### config.mk
export PLATFORM = sky130hd
export DESIGN_NAME = scan_nbr_search
export DESIGN_NICKNAME = d
export VERILOG_FILES = /design/src/rtl/scan_nbr_search.sv
export SDC_FILE = /design/constraint.sdc
export NUM_CORES = 1
export LEC_CHECK = 0
export ABC_CLOCK_PERIOD_IN_PS = 4000
export BUFFER_PORTS_ARGS = -buffer_cell sky130_fd_sc_hd__buf_2
export CAP_MARGIN = 40
export CELL_PAD_IN_SITES_DETAIL_PLACEMENT = 1
export CELL_PAD_IN_SITES_GLOBAL_PLACEMENT = 2
export CORE_MARGIN = 5
export CORE_UTILIZATION = 38
export DETAILED_ROUTE_END_ITERATION = 10
export PLACE_DENSITY = 0.77
export SLEW_MARGIN = 20
export SYNTH_ARGS = -nofsm -noshare
export SYNTH_HDL_FRONTEND = slang
export SYNTH_SLANG_ARGS = --single-unit
### constraint.sdc
create_clock -name clk -period 4 [get_ports clk]
set_input_delay 0.8 -clock clk [delete_from_list [all_inputs] [get_ports clk]]
set_output_delay 0.8 -clock clk [all_outputs]
set_load 0.1 [all_outputs]
### src/rtl/scan_nbr_search.sv
module scan_nbr_search #(
  parameter int N          = 16,
  parameter int MAX_ROUNDS = 15,
  localparam int IW        = (N > 1) ? $clog2(N) : 1,
  localparam int RW        = $clog2(MAX_ROUNDS + 1)
) (
  input  logic          clk,
  input  logic          rst_n,
  input  logic          start,
  input  logic [IW-1:0] target,
  input  logic          dir_left,
  input  logic          jump_en,
  input  logic          skip_en,
  input  logic          snap_valid,
  input  logic [N-1:0]  snap,
  output logic          done,
  output logic [1:0]    status,
  output logic [IW-1:0] hit_idx
);

  localparam logic [1:0] ST_HIT  = 2'b01;
  localparam logic [1:0] ST_MISS = 2'b10;
  localparam logic [1:0] ST_AMB  = 2'b11;
  localparam logic [N-1:0] ONE   = {{(N-1){1'b0}}, 1'b1};

  logic          active, have_ref, left_q, jump_q, skip_q;
  logic [IW-1:0] tgt_q;
  logic [N-1:0]  mask, ref_q;
  logic [RW-1:0] round;

  logic [N-1:0]  tsel, keep, pruned;
  logic          redundant, prune_ev, last, single;
  logic [IW-1:0] low;

  assign tsel      = ONE << tgt_q;
  assign redundant = skip_q && (((snap ^ ref_q) & (mask | tsel)) == '0);
  assign prune_ev  = active && snap_valid && !start && have_ref && !redundant;
  assign last      = (round == RW'(MAX_ROUNDS - 1));
  assign pruned    = mask & keep;
  assign single    = (pruned != '0) && ((pruned & (pruned - ONE)) == '0);

  always_comb begin
    for (int i = 0; i < N; i++) begin
      if (left_q)
        keep[i] = (jump_q && ref_q[tgt_q]) || (ref_q[i] == snap[tgt_q]);
      else
        keep[i] = (jump_q && ref_q[i]) || (ref_q[tgt_q] == snap[i]);
    end
    low = '0;
    for (int i = N - 1; i >= 0; i--)
      if (pruned[i]) low = IW'(i);
  end

  always_ff @(posedge clk or negedge rst_n) begin
    if (!rst_n) begin
      active   <= 1'b0;
      have_ref <= 1'b0;
      left_q   <= 1'b0;
      jump_q   <= 1'b0;
      skip_q   <= 1'b0;
      tgt_q    <= '0;
      mask     <= '0;
      ref_q    <= '0;
      round    <= '0;
      done     <= 1'b0;
      status   <= 2'b00;
      hit_idx  <= '0;
    end else begin
      done <= 1'b0;
      if (start) begin
        tgt_q    <= target;
        left_q   <= dir_left;
        jump_q   <= jump_en;
        skip_q   <= skip_en;
        mask     <= ~(ONE << target);
        round    <= '0;
        have_ref <= 1'b0;
        active   <= 1'b1;
      end else if (active && snap_valid && !have_ref) begin
        ref_q    <= snap;
        have_ref <= 1'b1;
      end else if (prune_ev) begin
        mask  <= pruned;
        ref_q <= snap;
        round <= round + 1'b1;
        if (pruned == '0) begin
          done    <= 1'b1;
          status  <= ST_MISS;
          hit_idx <= '0;
          active  <= 1'b0;
        end else if (last) begin
          done    <= 1'b1;
          status  <= single ? ST_HIT : ST_AMB;
          hit_idx <= low;
          active  <= 1'b0;
        end
      end
    end
  end

endmodule


==> flow_summary.json, run 1 <==
{
  "outcome": "completed",
  "via_per_inst": 6.08,
  "p_sw_frac": 0.450,
  "rrSetupSlack_ns": 0.24,
  "drc_errors": 0,
  "drv_slew": 0,
  "cap_violations": 0,
  "cts_tree": "yes",
  "power.density_mw_per_mm2": 439,
  "nets": 556,
  "yosysUniqueCellTypes": 75,
  "cts_resized": 0,
  "syn_area_mm2": 0.00424,
  "grt_setup_unrepaired": "no",
  "core_area_mm2": 0.0109,
  "cts_root_buf": "clkbuf_8",
  "dieArea_mm2": 0.0134,
  "path_max_fanout": 10,
  "synth_warnings": 0,
  "ys_async_sr_fraction": 1.00,
  "numCtsBuffers": 5,
  "htreeDepth": 2,
  "cts_sinks": 52,
  "ir_worst_vdd_uv": 147,
  "max_slew_margin": 0.539,
  "grt_max_degree": 35,
  "nFillCells": 1310,
  "pwr-share-seq": 0.329,
  "rr_endpoint": "status[1]$_DFFE_PN0P_",
  "first_pass_iters": 5,
  "reg2reg_depth": 11,
  "worstMarginPinSlew_ns": 0.676,
  "first_iter_violations": 328,
  "clkTransAtPathRegs_ns": 0.11,
  "overflow": 0,
  "syn_area_per_cell_um2": 8.93,
  "utilization": 0.444,
  "post-dp-hpwl_um": 12800,
  "synth-seq-area-share": 0.307,
  "p_total_mw": 2.13,
  "pwr-share-clk": 0.160,
  "start_util": 0.390,
  "drt_wl_total_um": 16100,
  "critPathBufInv": 1,
  "grt_usage": 0.249,
  "yosys.area.top_type_share": 0.307,
  "end_kind": "register",
  "clk_path_buf_depth": 2,
  "synth_top_area_cell": "dfrtp_1",
  "ys_ff_latch": 52,
  "synthesis.nets": 504,
  "rows": 38,
  "critPathMaxStageDelay_ns": 0.60,
  "synth_edf_count": 0,
  "leakage_nw": 1.98,
  "place_congestion": 0.941,
  "crit_chain": "mux4_2 -> a22oi_1 -> nor2_1 -> or3_1 -> o32ai_1 -> or3_1 -> nor3_2 -> buf_4 -> a41oi_2 -> o211ai_1 -> o32a_1",
  "synthTopCellsByArea": "dfrtp_1 31%, mux2_2 6.6%, xnor2_1 5.8%, o21ai_0 5.0%, a21oi_1 4.0%",
  "wl_per_cell_um": 24.2,
  "grt_pass1_vias": 4239,
  "die_h_um": 116,
  "path_delay_family": "compound AO/OA/AOI/OAI gates",
  "ios": 34,
  "antenna_cells": 0,
  "min_period_ns": 3.76,
  "port_buffers": 33,
  "die_w_um": 116,
  "max_freq_mhz": 266,
  "setup_viol": 0,
  "tns_ns": 0,
  "hold_buffers": 0,
  "hp-class": "input port to async pin",
  "ant_nets": 0,
  "vias": 4062,
  "r2r_start": "tgt_q[0]$_DFFE_PN0P_",
  "syn_inst": 475,
  "cp_data_required_time_ns": 4.23,
  "netSwitchingPower_uw": 956,
  "critPathMostFrequentCell": "or3_1",
  "syn_to_final_growth_pct": 14.1,
  "post-cts-setup-buffer-count": 0,
  "p_comb_frac": 0.510,
  "worst_path_max_delay_cell": "mux4_2",
  "clock_skew_ns": 0.0137,
  "crit_arrival_ns": 3.98,
  "antenna_found_initial": 0,
  "synthFlopType": "dfrtp_1",
  "finalCritPeriodShare": 0.939,
  "intPower_mw": 1.17,
  "grt_pass1_wl_um": 25000,
  "crit_path_start_kind": "register",
  "hold_violations": 0,
  "worstSetupPathType": "register to register",
  "clk_latency_ns": 0.34,
  "crit_start": "tgt_q[0]$_DFFE_PN0P_",
  "layout-drive-gt1-share": 0.271
}
[how the worst max path moves through the flow]
stage,to,cells after the start
3_5_place_dp,status[1]$_DFFE_PN0P_,10
2_1_floorplan,hit_idx[3]$_DFFE_PN0P_,12
4_1_cts,status[1]$_DFFE_PN0P_,10
6_report,status[1]$_DFFE_PN0P_,11
3_3_place_gp,hit_idx[3]$_DFFE_PN0P_,12
5_1_grt,hit_idx[3]$_DFFE_PN0P_,11
[flip-flops by register name, summed over array words and instances, names as in the netlist]
| name | cells |
|---|---|
| active | 1 |
| done | 1 |
| have_ref | 1 |
| hit_idx | 4 |
| jump_q | 1 |
| left_q | 1 |
| mask | 16 |
| ref_q | 16 |
| round | 4 |
| skip_q | 1 |
| status | 2 |
| tgt_q | 4 |
[synthesized netlist by cell type (5+ instances only)]
library cell  count
clkbuf_1         14
a22oi_1           9
inv_1            14
o22ai_1           5
and3_1            5
xor2_1           15
nor3_1            5
a211oi_1         10
o21ai_0          42
o211ai_1          5
dfrtp_1          52
nand2b_1          9
mux2_2           25
nand2_1          37
o221ai_1          8
nor2_1           36
o221a_2           5
nor2b_1           6
xnor2_1          28
a21oi_1          34
nand3_1          15
mux4_2            5
a31oi_1           6
buf_2             5
[placed cells by master, fill, tap and decap left out, types with 6 or more instances in the layout]
cell	n
nand2_1	37
xnor2_1	28
a211oi_1	10
o221ai_1	8
nand2b_1	9
mux2_2	25
nor2b_1	6
buf_2	33
dfrtp_1	50
inv_1	14
a21oi_1	34
buf_4	42
o21ai_0	42
xor2_1	15
nand3_1	15
nor2_1	36
a22oi_1	9
[metal layers]
| metal | part of all wire | global-route usage |
|---|---|---|
| met3 | 0.058 | 0.0496 |
| met4 | 0.018 | 0.0580 |
| met1 | 0.45 | 0.341 |
| met2 | 0.47 | 0.408 |
| met5 | 0 | 0 |
[power by group through the flow]
| stage | Sequential [mW] | Combinational (mW) | Clock [mW] |
|---|---|---|---|
| finish | 0.700 | 1.08 | 0.341 |
| global route | 0.704 | 1.17 | 0.373 |
| floorplan | 0.639 | 0.732 | 0 |
| detailed placement | 0.706 | 1.06 | 0 |
| CTS | 0.695 | 1.07 | 0.349 |
| global placement | 0.703 | 1.05 | 0 |
[logic make-up after synthesis]
group / count (synthesis) / share of synthesized area
AOI/OAI and AO/OA: 162 / 0.274
DFF: 52 / 0.307
and+or+nand+nor: 135 / 0.158
muxes: 35 / 0.113
buffers and inverters: 45 / 0.0519
adders and majority gates: 3 / 0.00826
xor gates and xnor gates: 43 / 0.0888
[worst register-to-register path: cells and delay by family (launching register included)]
family | cells | cell delay (ns)
buffers and inverters | 1 | 0.14
flip-flops | 1 | 0.58
AO/OA/AOI/OAI | 5 | 1.48
AND/OR/NAND/NOR | 4 | 0.85
multiplexers | 1 | 0.61
[through the flow]
step,hold WS (ns),worst slack [ns],cell area (um^2),std cells
4_1_cts,0.451,0.0153,4830,668
3_5_place_dp,0.484,0.0453,4740,660
3_3_place_gp,0.472,0.0846,4730,659
6_report,0.434,0.244,4840,668
5_1_grt,0.477,0.103,4840,668
2_1_floorplan,0.460,0.527,4240,475
[area by class of cell]
| type | instances | area, um^2 | area share |
|---|---|---|---|
| clock buffers | 6 | 72.6 | 0.0150 |
| well taps | 140 | 175 | 0.0362 |
| flip-flops and latches | 52 | 1300 | 0.269 |
| inverters | 15 | 58.8 | 0.0122 |
| multi-input cells | 378 | 2730 | 0.564 |
| repair buffers | 75 | 480 | 0.0993 |
| clock inverters | 2 | 17.5 | 0.00362 |
No activity file was read; power rests on OpenSTA's default activity.
==> run 2, diff against run 1 <==
--- a/config.mk
+++ b/config.mk
@@ -6,7 +6,7 @@
 export NUM_CORES = 1
 export LEC_CHECK = 0
 export ABC_CLOCK_PERIOD_IN_PS = 4000
-export BUFFER_PORTS_ARGS = -buffer_cell sky130_fd_sc_hd__buf_2
+export BUFFER_PORTS_ARGS = -buffer_cell sky130_fd_sc_hd__buf_4
 export CAP_MARGIN = 40
 export CELL_PAD_IN_SITES_DETAIL_PLACEMENT = 1
 export CELL_PAD_IN_SITES_GLOBAL_PLACEMENT = 2
==> flow_summary.json, run 2 (synthesis gave the netlist of run 1 again) <==
{
  "finalCritPeriodShare": 0.932,
  "grt_usage": 0.245,
  "r2r_start": "tgt_q[2]$_DFFE_PN0P_",
  "rrSetupSlack_ns": 0.27,
  "path_max_fanout": 11,
  "post-dp-hpwl_um": 12500,
  "cts_tree": "yes",
  "clock_skew_ns": 0.00808,
  "cts_sinks": 52,
  "power.density_mw_per_mm2": 444,
  "hold_violations": 0,
  "grt_setup_unrepaired": "no",
  "max_freq_mhz": 268,
  "clkTransAtPathRegs_ns": 0.10,
  "ir_worst_vdd_uv": 161,
  "ios": 34,
  "dieArea_mm2": 0.0134,
  "wl_per_cell_um": 24.1,
  "vias": 4086,
  "final_common_cell": "buf_4",
  "grt_pass1_vias": 4255,
  "overflow": 0,
  "ant_nets": 0,
  "p_total_mw": 2.19,
  "tns_ns": 0,
  "cp_data_required_time_ns": 4.21,
  "syn_to_final_growth_pct": 16.2,
  "worstMarginPinSlew_ns": 0.705,
  "numCtsBuffers": 5,
  "core_area_mm2": 0.0109,
  "crit_arrival_ns": 3.94,
  "rr_endpoint": "status[1]$_DFFE_PN0P_",
  "layout-drive-gt1-share": 0.262,
  "clk_latency_ns": 0.32,
  "start_util": 0.390,
  "post-place-ws_ns": 0.126,
  "setup_viol": 0,
  "first_pass_iters": 5,
  "max_slew_margin": 0.530,
  "cap_violations": 0,
  "worstSetupPathType": "register to register",
  "rows": 38,
  "via_per_inst": 6.17,
  "post-cts-setup-buffer-count": 0,
  "grt_pass1_wl_um": 25000,
  "final.setup.worst_slack_ns": 0.273,
  "nets": 550,
  "drv_slew": 0,
  "antenna_found_initial": 0,
  "cts_root_buf": "clkbuf_8",
  "leakage_nw": 1.99,
  "final_cells": 662,
  "htreeDepth": 2,
  "die_w_um": 116,
  "outcome": "completed",
  "nFillCells": 1318,
  "reg2reg_depth": 11,
  "min_period_ns": 3.73,
  "hp-class": "input port to async pin",
  "drc_errors": 0,
  "drt_wl_total_um": 15900,
  "crit_path_start_kind": "register",
  "clk_path_buf_depth": 2,
  "end_kind": "register",
  "final_area_mm2": 0.00493,
  "die_h_um": 116,
  "first_iter_violations": 345,
  "final_cell_mix": "67 x buf_4, 50 x dfrtp_1, 42 x o21ai_0",
  "place_congestion": 0.995,
  "port_buffers": 33,
  "grt_max_degree": 53,
  "top_regs": "mask: 16 flops, ref_q: 16 flops",
  "placed_cell_area_mm2": 0.00480,
  "antenna_cells": 0,
  "dp.cells": 654
}
==> run 2: cell type report <==
type	count	area, um^2	area share
flip-flops and latches	52	1300	0.265
clock inverters	2	38.8	0.00787
multi-input cells	378	2730	0.553
inverters	15	58.8	0.0119
well taps	140	175	0.0356
repair buffers	69	543	0.110
clock buffers	6	82.6	0.0168
==> run 2: worst max path at each step <==
stage | from | endpoint | slack (ns) | cells after the start
finish | tgt_q[2]$_DFFE_PN0P_ | status[1]$_DFFE_PN0P_ | 0.27 | 11
global route | tgt_q[2]$_DFFE_PN0P_ | status[1]$_DFFE_PN0P_ | 0.11 | 12
CTS | tgt_q[2]$_DFFE_PN0P_ | status[1]$_DFFE_PN0P_ | 0.12 | 12
detailed placement | snap[13] | hit_idx[3]$_DFFE_PN0P_ | 0.13 | 12
global placement | tgt_q[2]$_DFFE_PN0P_ | status[1]$_DFFE_PN0P_ | 0.14 | 12
floorplan | snap[7] | hit_idx[3]$_DFFE_PN0P_ | 0.53 | 12
==> run 2: metal layers <==
layer | global-route usage | routed length, um | vias up
met5 | 0 | 0 | -
met4 | 0.0874 | 537 | 0
met3 | 0.0313 | 815 | 35
met1 | 0.349 | 7380 | 2067
li1 | - | - | 1851
met2 | 0.385 | 7220 | 133
==> run 2: critical path, cell delays in order, from the launching register on <==
cell and delay, ns:
dfrtp_2 0.60, buf_4 0.22, mux4_2 0.35, a22oi_1 0.27
o21ai_2 0.21, a21boi_4 0.37, nand2_1 0.12, a31oi_1 0.40
and2_4 0.28, nand3_1 0.12, o31a_1 0.33, o32a_1 0.34
==> run 2: timing repair <==
item	in CTS	in global routing
hold buffers	0	0
gates resized for setup	0	2
endpoints found under the setup margin	0	2
==> run 2: per-stage QoR <==
stage / util / hold WS (ns)
finish: 0.453 / 0.501
global route: 0.453 / 0.539
CTS: 0.452 / 0.523
detailed placement: 0.441 / 0.498
global placement: 0.440 / 0.478
floorplan: - / 0.460
==> run 2: where the power goes <==
group | leakage (nW) | switching (mW) | internal [mW]
clock network | 0.0614 | 0.195 | 0.205
registers | 0.617 | 0.119 | 0.584
logic | 1.32 | 0.621 | 0.466
